===== config.mk =====
export PLATFORM = sky130hd
export DESIGN_NAME = timebase_divider
export DESIGN_NICKNAME = d
export VERILOG_FILES = /design/src/rtl/tbdiv_pkg.sv /design/src/rtl/tbd_prescale.sv /design/src/rtl/tbd_chain.sv /design/src/rtl/tbd_sqwgate.sv /design/src/rtl/timebase_divider.sv
export SDC_FILE = /design/constraint.sdc
export NUM_CORES = 1
export LEC_CHECK = 0
export ABC_AREA = 1
export BUFFER_PORTS_ARGS = -buffer_cell sky130_fd_sc_hd__buf_4
export CORE_AREA = 5 5 66 68
export DETAILED_ROUTE_END_ITERATION = 10
export DIE_AREA = 0 0 71 73
export GPL_ROUTABILITY_DRIVEN = 0
export PLACE_DENSITY_LB_ADDON = 0.3
export SLEW_MARGIN = 20
export SYNTH_ARGS = -nofsm -noshare
export SYNTH_HDL_FRONTEND = slang
export SYNTH_SLANG_ARGS = --single-unit

===== constraint.sdc =====
create_clock -name clk -period 2.3 [get_ports clk]
set_input_delay 0.23 -clock clk [delete_from_list [all_inputs] [get_ports clk]]
set_output_delay 0.23 -clock clk [all_outputs]
set_load 0.005 [all_outputs]

===== src/rtl/tbdiv_pkg.sv =====
// Shared encodings and helper functions for the time-base divider chain.
// Assumes a 2-bit frequency field and stage offsets chosen so that the
// final chain stage always yields 1 Hz.
package tbdiv_pkg;

    typedef enum logic [1:0] {
        BASE_HI   = 2'b00,   // 4.194304 MHz, enters at stage 0
        BASE_MID  = 2'b01,   // 1.048576 MHz, enters at stage 2
        BASE_LOW  = 2'b10,   // 32.768 kHz, enters at stage 7
        BASE_HALT = 2'b11    // chain held at zero
    } base_e;

    localparam int ENTRY_HI  = 0;
    localparam int ENTRY_MID = 2;
    localparam int ENTRY_LOW = 7;

    // Entry stage for a declared frequency (halt code returns 0, unused).
    function automatic int entry_of(base_e b);
        case (b)
            BASE_MID: return ENTRY_MID;
            BASE_LOW: return ENTRY_LOW;
            default:  return ENTRY_HI;
        endcase
    endfunction

endpackage


===== src/rtl/tbd_prescale.sv =====
// Clock-output prescaler: emits a one-cycle strobe per time-base tick,
// or per fourth tick when full rate is not selected. Counts ticks from
// reset; independent of the divider chain and its hold code.
module tbd_prescale #(
    parameter int DIV_LOG2 = 2
) (
    input  logic clk,
    input  logic rst_n,
    input  logic tb_tick,
    input  logic ck_full,
    output logic ck_tick
);
    localparam logic [DIV_LOG2-1:0] LAST = '1;

    logic [DIV_LOG2-1:0] pre_q;

    // Count time-base ticks modulo 2^DIV_LOG2 and register the strobe.
    always_ff @(posedge clk) begin
        if (!rst_n) begin
            pre_q   <= '0;
            ck_tick <= 1'b0;
        end else begin
            if (tb_tick) pre_q <= pre_q + 1'b1;
            ck_tick <= tb_tick & (ck_full | (pre_q == LAST));
        end
    end

    // no strobe without a tick in the cycle before.
    assert_no_tick_no_strobe_R2: assert property (@(posedge clk) disable iff (!rst_n)
        !tb_tick |=> !ck_tick);

    // in quarter-rate mode two strobes never follow back to back.
    assert_quarter_spacing_R3: assert property (@(posedge clk) disable iff (!rst_n)
        (!ck_full && ck_tick && !$past(ck_full)) |=> !ck_tick);

endmodule


===== src/rtl/tbd_chain.sv =====
// Binary divider chain of STAGES stages fed by time-base ticks. The tick
// enters at a stage set by the declared frequency, so lower stages stay
// zero. Presents one tap per rate code (code 0 is a constant zero).
module tbd_chain
    import tbdiv_pkg::*;
#(
    parameter int STAGES  = 22,
    parameter int NCODE   = 16,
    parameter int TAP_OFS = 5,
    parameter int ALT_OFS = 12,
    parameter int ALT_MAX = 2
) (
    input  logic             clk,
    input  logic             rst_n,
    input  logic             tb_tick,
    input  base_e            base,
    output logic [NCODE-1:0] taps
);
    logic [STAGES-1:0] cnt_q;
    logic [STAGES-1:0] step;

    // Increment weight: one tick lands on the entry stage.
    always_comb step = STAGES'(1) << entry_of(base);

    // Advance the chain on each tick; hold at zero under reset or halt.
    always_ff @(posedge clk) begin
        if (!rst_n || base == BASE_HALT) cnt_q <= '0;
        else if (tb_tick)                cnt_q <= cnt_q + step;
    end

    assign taps[0] = 1'b0;

    // Route chain stages to rate codes; low codes move for the slow base.
    for (genvar g = 1; g < NCODE; g++) begin : g_tap
        if (g <= ALT_MAX) begin : g_alt
            assign taps[g] = (base == BASE_LOW) ? cnt_q[g + ALT_OFS]
                                                : cnt_q[g + TAP_OFS];
        end else begin : g_std
            assign taps[g] = cnt_q[g + TAP_OFS];
        end
    end

    // under the halt code the chain reads zero one edge later.
    assert_halt_clears_R9: assert property (@(posedge clk) disable iff (!rst_n)
        (base == BASE_HALT) |=> (cnt_q == '0));

    // with no tick and a steady valid base the chain holds its value.
    assert_idle_holds_R4: assert property (@(posedge clk) disable iff (!rst_n)
        (!tb_tick && base != BASE_HALT) |=> $stable(cnt_q));

endmodule


===== src/rtl/tbd_sqwgate.sv =====
// Square-wave gate: picks the tap for the rate code and registers it to
// the output. After enable rises the output stays low until the tap next
// changes, so no shortened half-cycle is emitted.
module tbd_sqwgate #(
    parameter int NCODE  = 16,
    parameter int RATE_W = $clog2(NCODE)
) (
    input  logic              clk,
    input  logic              rst_n,
    input  logic [NCODE-1:0]  taps,
    input  logic [RATE_W-1:0] rate_sel,
    input  logic              sqw_en,
    output logic              sqw_out
);
    logic tap;
    logic tap_q;
    logic armed_q;

    // Select the tap for the current rate code (code 0 is tied low).
    always_comb tap = taps[rate_sel];

    // Track tap history, arm on the first transition, and drive the output.
    always_ff @(posedge clk) begin
        if (!rst_n) begin
            tap_q   <= 1'b0;
            armed_q <= 1'b0;
            sqw_out <= 1'b0;
        end else begin
            tap_q <= tap;
            if (!sqw_en) begin
                armed_q <= 1'b0;
                sqw_out <= 1'b0;
            end else if (armed_q) begin
                sqw_out <= tap;
            end else if (tap != tap_q) begin
                armed_q <= 1'b1;
                sqw_out <= tap;
            end
        end
    end

    // disabled output reads low from the next cycle.
    assert_off_is_low_R8: assert property (@(posedge clk) disable iff (!rst_n)
        !sqw_en |=> !sqw_out);

    // with no tap routed a low output stays low.
    assert_code0_quiet_R7: assert property (@(posedge clk) disable iff (!rst_n)
        (rate_sel == '0 && !sqw_out) |=> !sqw_out);

endmodule


===== src/rtl/timebase_divider.sv =====
// Top of the time-base divider: clock-output prescaler, divider chain
// and square-wave gate. The time base is clk qualified by tb_tick; the
// frequency field only moves the chain entry point.
module timebase_divider
    import tbdiv_pkg::*;
#(
    parameter int STAGES  = 22,
    parameter int RATE_W  = 4,
    parameter int CK_LOG2 = 2
) (
    input  logic              clk,
    input  logic              rst_n,
    input  logic              tb_tick,
    input  logic [1:0]        base_sel,
    input  logic [RATE_W-1:0] rate_sel,
    input  logic              sqw_en,
    input  logic              ck_full,
    output logic              ck_tick,
    output logic              sqw_out
);
    localparam int NCODE = 1 << RATE_W;

    base_e            base;
    logic [NCODE-1:0] taps;

    // Interpret the raw field as the frequency encoding.
    always_comb base = base_e'(base_sel);

    tbd_prescale #(.DIV_LOG2(CK_LOG2)) u_pre (
        .clk     (clk),
        .rst_n   (rst_n),
        .tb_tick (tb_tick),
        .ck_full (ck_full),
        .ck_tick (ck_tick)
    );

    tbd_chain #(.STAGES(STAGES), .NCODE(NCODE)) u_chain (
        .clk     (clk),
        .rst_n   (rst_n),
        .tb_tick (tb_tick),
        .base    (base),
        .taps    (taps)
    );

    tbd_sqwgate #(.NCODE(NCODE), .RATE_W(RATE_W)) u_gate (
        .clk      (clk),
        .rst_n    (rst_n),
        .taps     (taps),
        .rate_sel (rate_sel),
        .sqw_en   (sqw_en),
        .sqw_out  (sqw_out)
    );

    // outputs are low in the cycle after a reset edge.
    assert_reset_quiet_R1: assert property (@(posedge clk)
        !rst_n |=> (!ck_tick && !sqw_out));

endmodule


# [Yosys cells after proc, flatten, opt, wreduce, memory -nomap -nowiden]
# Cells that the tools add are included.
# Widths: inputs -> output; s select.
[totals] output_inout_bits=2 wordCells=30 reg_bits=28 input_bits=11
[classes] n_eq_ne=5 n_reduce_logical=4 n_addsub=2 magnitude_cmp=1 shifts=1 mux=9 n_bitwise=2
[ops] cell="$add 22x22->22" count=1
[ops] cell="$shl 1x3->22 const A" count=1
[ops] cell="$mux 1" count=7
[ops] cell="$eq 2x2->1 const B" count=3
[ops] cell="$pmux 3 s2" count=1
[ops] cell="$lt 4x5->1 const B" count=1
[ops] cell="$bmux 1 s4" count=1
[ops] cell="$add 2x1->2 const B" count=1
[ops] cell="$eq 2x1->1 const B" count=1
[ops] cell="$reduce_and 2->1" count=1
[ops] cell="$reduce_bool 2->1" count=1
[ops] cell="$and 1x1->1" count=1
[ops] cell="$logic_not 1->1" count=1
[ops] cell="$logic_or 1x1->1" count=1
[ops] cell="$ne 1x1->1" count=1
[ops] cell="$or 1x1->1" count=1

# [Longest topological paths before layout]
[logic_depth] word_depth=7 mapped_depth=15 depth_no_buf=15

# [Cells and area by module]
# Synthesis repeated with hierarchy kept, for this count alone.
[unflattened] hier_cells=349 area_unflattened_um2=2204.6
[modules_own_cells] module="tbd_chain" area_each_um2=1714.1 cells_per_inst=264 n_inst=1 seq_area_each_um2=420.4
[modules_own_cells] module="tbd_sqwgate" area_each_um2=372.9 cells_per_inst=69 n_inst=1 seq_area_each_um2=60.1
[modules_own_cells] module="tbd_prescale" area_each_um2=117.6 cells_per_inst=16 n_inst=1 seq_area_each_um2=60.1

# [Worst setup path before layout]
# Ideal clock, no wire load.
[synth_timing] kind="in2reg" startpoint="in base_sel[0]" endpoint="reg u_chain.cnt_q[16]" stages=14 path_buffers=0 arrival_time_ns=1.826 required_ns=2.187 path_slack_ns=0.361 setup_time_ns=0.113 cell_sequence="inv_1 -> ha_1 -> ha_1 -> fa_1 -> nand3_1 -> nand2_2 -> nand2_1 -> nand3_2 -> nand2_4 -> nor2_4 -> nand2_1 -> nand2_1 -> nand2_1 -> nor2_1"
[synth_between] elab_chain_cells=4 elab_cells_between_ends=7 classes_between="1 x add/sub; 3 x eq/ne; 1 x shift; 1 x mux; 1 x reduce/logical"
[synth_lines] element="start: declaration" line="timebase_divider.sv:14" text="input logic [1:0] base_sel,"
[synth_lines] element="$eq 2x2->1 / $eq 2x1->1 (equally long branches)" line="tbdiv_pkg.sv:19" text="case (b)"
[synth_lines] element="$pmux 3 s2" line="tbdiv_pkg.sv:19"
[synth_lines] element="$shl 1x3->22" line="tbd_chain.sv:23" text="always_comb step = STAGES'(1) << entry_of(base);"
[synth_lines] element="$add 22x22->22" line="tbd_chain.sv:28" text="else if (tb_tick) cnt_q <= cnt_q + step;"
[synth_lines] element="end signal: assignment" line="tbd_chain.sv:28"
[synth_lines] element="end: declaration" line="tbd_chain.sv:19" text="logic [STAGES-1:0] cnt_q;"
# Several ways; a longest one is shown, not always the timed one.
# A chain may end at the register's enable or synchronous reset.

# [Final worst setup path]
[layout_timing] startpoint="in base_sel[0]" endpoint="reg u_chain.cnt_q[12]"
# The elaborated chain is that of the path after synthesis.

==> summary by stage <==
Timing
The clock period could shrink to 1.895 ns. After layout, the worst setup slack is 0.4052 ns. Summed over all failing endpoints, the final setup total negative slack is 0 ns.

The number of pins exceeding their max-slew limit in the final report is 0. In the finished design, the share of the clock period the worst path needs comes to 82.38%. For the final database, setup skew stands at 0.002197 ns. Setup repair after global routing left no endpoint under its margin.

The number of hold violations in the final report is 0. The maximum clock frequency is 527.8 MHz. The worst hold margin is 0.2115 ns.

The final-report setup violation count is 0.

Die
The core footprint is 3799 um2. For this configuration, the core starts out at a cell density of 50.76%. 13 I/O pins were placed. The die is 73 um tall.

The placement row count is 23. The die footprint is 5183 um2. The width of the chip is 71 um.

Global routing
The global router's overall resource usage is 17.25%. Entering global routing, the biggest net connects 18 pins. The initial antenna violation count came to 0. The via count of the first global-routing pass came to 1723. The first-pass GRT wire length is 7348 um. The final global-route overflow total is 0.

Synth
The sequential cell area fraction in the yosys report is 28.03%. The flip-flop and latch count after synthesis is 27. After Yosys synthesis, XOR and XNOR cells account for 2.271% of the synthesized area. The mean instance size in the synthesized netlist is 6.492 um2. The number of instances in the synthesized netlist is 297.

After synthesis, the share of flip-flops with an asynchronous set or reset is 0%. The largest family of logic cells by synthesized area is simple AND/OR/NAND/NOR gates. The proportion of synthesized area in mux cells is 0%. The post-synthesis cell type count is 33. The cell area after technology mapping is 1928 um2. In the synthesized netlist the dominant register cell turns out to be sky130_fd_sc_hd__dfxtp_1. The simple-gate share of the synthesized area is 36.40%. The number of enable-type register cells in the synthesized netlist is 0. The synthesized netlist devotes 11.81% of its cell area to compound gates.

During synthesis, Yosys emitted a total of 0 warnings. The arithmetic-cell share of the synthesized area counting full adders, half adders and majority gates is 10.12%.

Critical path
On the worst path, the slowest cell contributes a delay of 0.42 ns. The launch point of the worst path is base_sel[0]. The largest individual stage delay along the critical path comes from the cell sky130_fd_sc_hd__fa_1. The cell family contributing the most delay on the critical path is adder cells. The launch instance of the worst register-to-register path is u_chain.cnt_q[0]$_SDFFE_PP0P_. Data on the critical path is required at its endpoint by 2.47 ns.

The data arrival at the endpoint of the critical path is 2.06 ns. STA classifies the critical path endpoint as a register. Along the worst path, the maximum fanout reaches 5. The critical path is of the input port to register type.

Walking the worst path, the cells encountered are buf_4 -> inv_1 -> ha_1 -> ha_1 -> fa_1 -> nand3_1 -> nand2_2 -> nand2_1 -> nand3_2 -> nand2_4 -> nor2_4 -> xnor2_1 -> nor2_1. The type of element launching the critical path is an input port. The critical path contains buffers and inverters numbering 2 combined. The cell repeated most along the worst path is sky130_fd_sc_hd__ha_1.

Cells and area
The net count of the finished layout is 338. Cells fill 55.73% of the core in the end. The number of antenna diodes in the final layout is 0. The filler cells instantiated in the layout total 408. Of the cells placed in the final design, the portion with a size suffix greater than 1 is 11.90%. The final cell count without fillers is 361. Summing all flip-flop and latch instances after layout gives 540.5 um2.

The area growth from synthesis to layout is 9.799%. The multi-input combinational cells in the finished layout cover a total of 1180 um2.

Power
The analysis attributes to net switching a power of 281.4 uW. Combinational cells account for 17.8% of the total power. The portion of total power attributed to sequential cells is 52.0%. In this run switching power makes up 29.31% of total power. The share of total power dissipated in the clock network is 30.2%. Dividing total power by cell area gives a power density of 453.4 nW/um2.

Cell internal power was estimated by the tool at 678.5 uW. The peak supply drop is 0.2398 mV. The analysis attributes to cell leakage a power of 1.078 nW.

Clocking
The clock tree from TritonCTS is built. Clock-pin slew was measured on the worst setup and hold paths at 0.10 ns. For this design, the sink count on the clock tree is 27. The clock reaches the later pin of the worst-skew pair after 0.28 ns. In this run the number of H-tree levels came out at 1.

The tree is rooted in a sky130_fd_sc_hd__clkbuf_8. The clock buffer count from CTS is 3. The maximum count of clock buffers along a single path is 2. Once the clock tree was built, the resizer swapped 0 gates to a different size. The number of hold buffers added after CTS is 0. The number of post-CTS setup repair buffers is 0.

Placement
Port buffering added 12 buffers. Once placement completed, the tool counted placed cells totaling 357. The worst setup slack after placement is 0.09890 ns. The final HPWL from detailed placement is 3143 um.

Min path
The min-delay analysis places its worst path in the category input port to register. The startpoint of the lowest-slack hold path is rst_n.

Route
For this run, design rule violations remaining after detail routing come to 0. For this block, the initial DRC count from the detailed router was 63. Summing over every cut layer, the via total after detailed routing is 1803.

The count of nets left with antenna violations once routing finished came out at 0. The number of search-and-repair iterations in the first detailed-routing pass is 4. After detailed routing, the total wire length is 4026 um. The wire length per cell after detailed routing is 11.15 um. Using the TritonRoute via totals, the vias-per-cell ratio works out to 4.994.

Flow run
The number of max-capacitance violations reported is 0.

Status
The flow ran to the end, and the final reports show no timing, DRC or antenna violations.
## registers in the layout, summed over array words and instances, names as in the netlist
signal and flops:
u_chain.cnt_q 21, u_gate.armed_q 1, u_gate.sqw_out 1, u_gate.tap_q 1, u_pre.ck_tick 1, u_pre.pre_q 2
## cells in the mapped netlist (2+ instances only)
| cell type | count | area (um2) |
|---|---|---|
| sky130_fd_sc_hd__or2_2 | 2 | 12.51 |
| sky130_fd_sc_hd__inv_1 | 46 | 172.7 |
| sky130_fd_sc_hd__nand2_2 | 4 | 25.02 |
| sky130_fd_sc_hd__nand4_1 | 4 | 25.02 |
| sky130_fd_sc_hd__o21ai_1 | 5 | 25.02 |
| sky130_fd_sc_hd__o211ai_1 | 3 | 22.52 |
| sky130_fd_sc_hd__inv_2 | 3 | 11.26 |
| sky130_fd_sc_hd__xor2_1 | 3 | 26.28 |
| sky130_fd_sc_hd__nand2_4 | 2 | 22.52 |
| sky130_fd_sc_hd__nand2_1 | 75 | 281.5 |
| sky130_fd_sc_hd__nor2_2 | 2 | 12.51 |
| sky130_fd_sc_hd__nor2_1 | 33 | 123.9 |
| sky130_fd_sc_hd__nand3_1 | 31 | 155.2 |
| sky130_fd_sc_hd__ha_1 | 14 | 175.2 |
| sky130_fd_sc_hd__xnor2_1 | 2 | 17.52 |
| sky130_fd_sc_hd__dfxtp_1 | 27 | 540.5 |
| sky130_fd_sc_hd__a21oi_1 | 16 | 80.08 |
| sky130_fd_sc_hd__o21ai_0 | 7 | 35.03 |
| sky130_fd_sc_hd__buf_2 | 4 | 20.02 |
## cell families after synthesis
family,count (synthesis)
AND/OR/NAND/NOR,157
buffers and inverters,55
AO/OA/AOI/OAI,37
flip-flops,27
adder cells (fa/ha/maj),15
XOR/XNOR,5
other,1
## path summary, 6_finish.rpt
path	to	slack, ns	cells after the start
hold / removal	u_pre.pre_q[1]$_SDFFE_PN0P_	0.21	3
hold reg to reg	u_chain.cnt_q[0]$_SDFFE_PP0P_	0.49	2
setup reg to reg	u_chain.cnt_q[12]$_SDFFE_PP0P_	0.48	10
setup / recovery	u_chain.cnt_q[12]$_SDFFE_PP0P_	0.41	13
## power by group through the flow
stage               combinational [mW]  sequential (mW)  clock (mW)
global route                     0.200            0.503       0.317
global placement                 0.166            0.509           0
CTS                              0.171            0.499       0.296
finish                           0.171            0.500       0.290
detailed placement               0.171            0.510           0
floorplan                        0.124            0.507           0
## cell usage in the layout, fill, tap and decap left out, drive strengths merged
cell	instances
conb	3
clkinv	1
xor2	3
or2	2
buf	13
nand4	4
nand2	81
nor3	1
ha	14
o21ai	13
o21bai	2
a21oi	16
clkbuf	3
a21o	1
a22oi	1
fa	1
dfxtp	27
o211ai	3
nor2	36
a31oi	1
nand3	33
inv	49
clkinvlp	1
xnor2	2
## metal layers
metal	track usage, %	wire (um)
met3	1.791	173
met4	5.010	68
met2	31.10	1852
met1	21.75	1932
met5	0	0
## worst reg2reg max path, cell delays in order (launching register included)
cell and delay [ns]:
sky130_fd_sc_hd__dfxtp_1 0.33, sky130_fd_sc_hd__ha_1 0.24, sky130_fd_sc_hd__fa_1 0.42, sky130_fd_sc_hd__nand3_1 0.13
sky130_fd_sc_hd__nand2_2 0.09, sky130_fd_sc_hd__nand2_1 0.08, sky130_fd_sc_hd__nand3_2 0.08, sky130_fd_sc_hd__nand2_4 0.10
sky130_fd_sc_hd__nor2_4 0.05, sky130_fd_sc_hd__xnor2_1 0.12, sky130_fd_sc_hd__nor2_1 0.06
## layout make-up
| type | count | area share (%) |
|---|---|---|
| clock buffer | 3 | 1.950 |
| clock inverter | 1 | 0.3546 |
| inverter | 50 | 8.865 |
| multi-input combinational | 217 | 55.73 |
| sequential | 27 | 25.53 |
| tap | 50 | 2.955 |
| timing repair buffer | 13 | 4.610 |
## stage by stage
stage	cell area [um2]	total power [mW]
after floorplan	1936	0.6308
after global placement	2068	0.6759
after detailed placement	2068	0.6809
after CTS	2117	0.9667
after global routing	2117	1.019
final	2117	0.9599
Note: power is estimated with default switching activity, not from simulation.
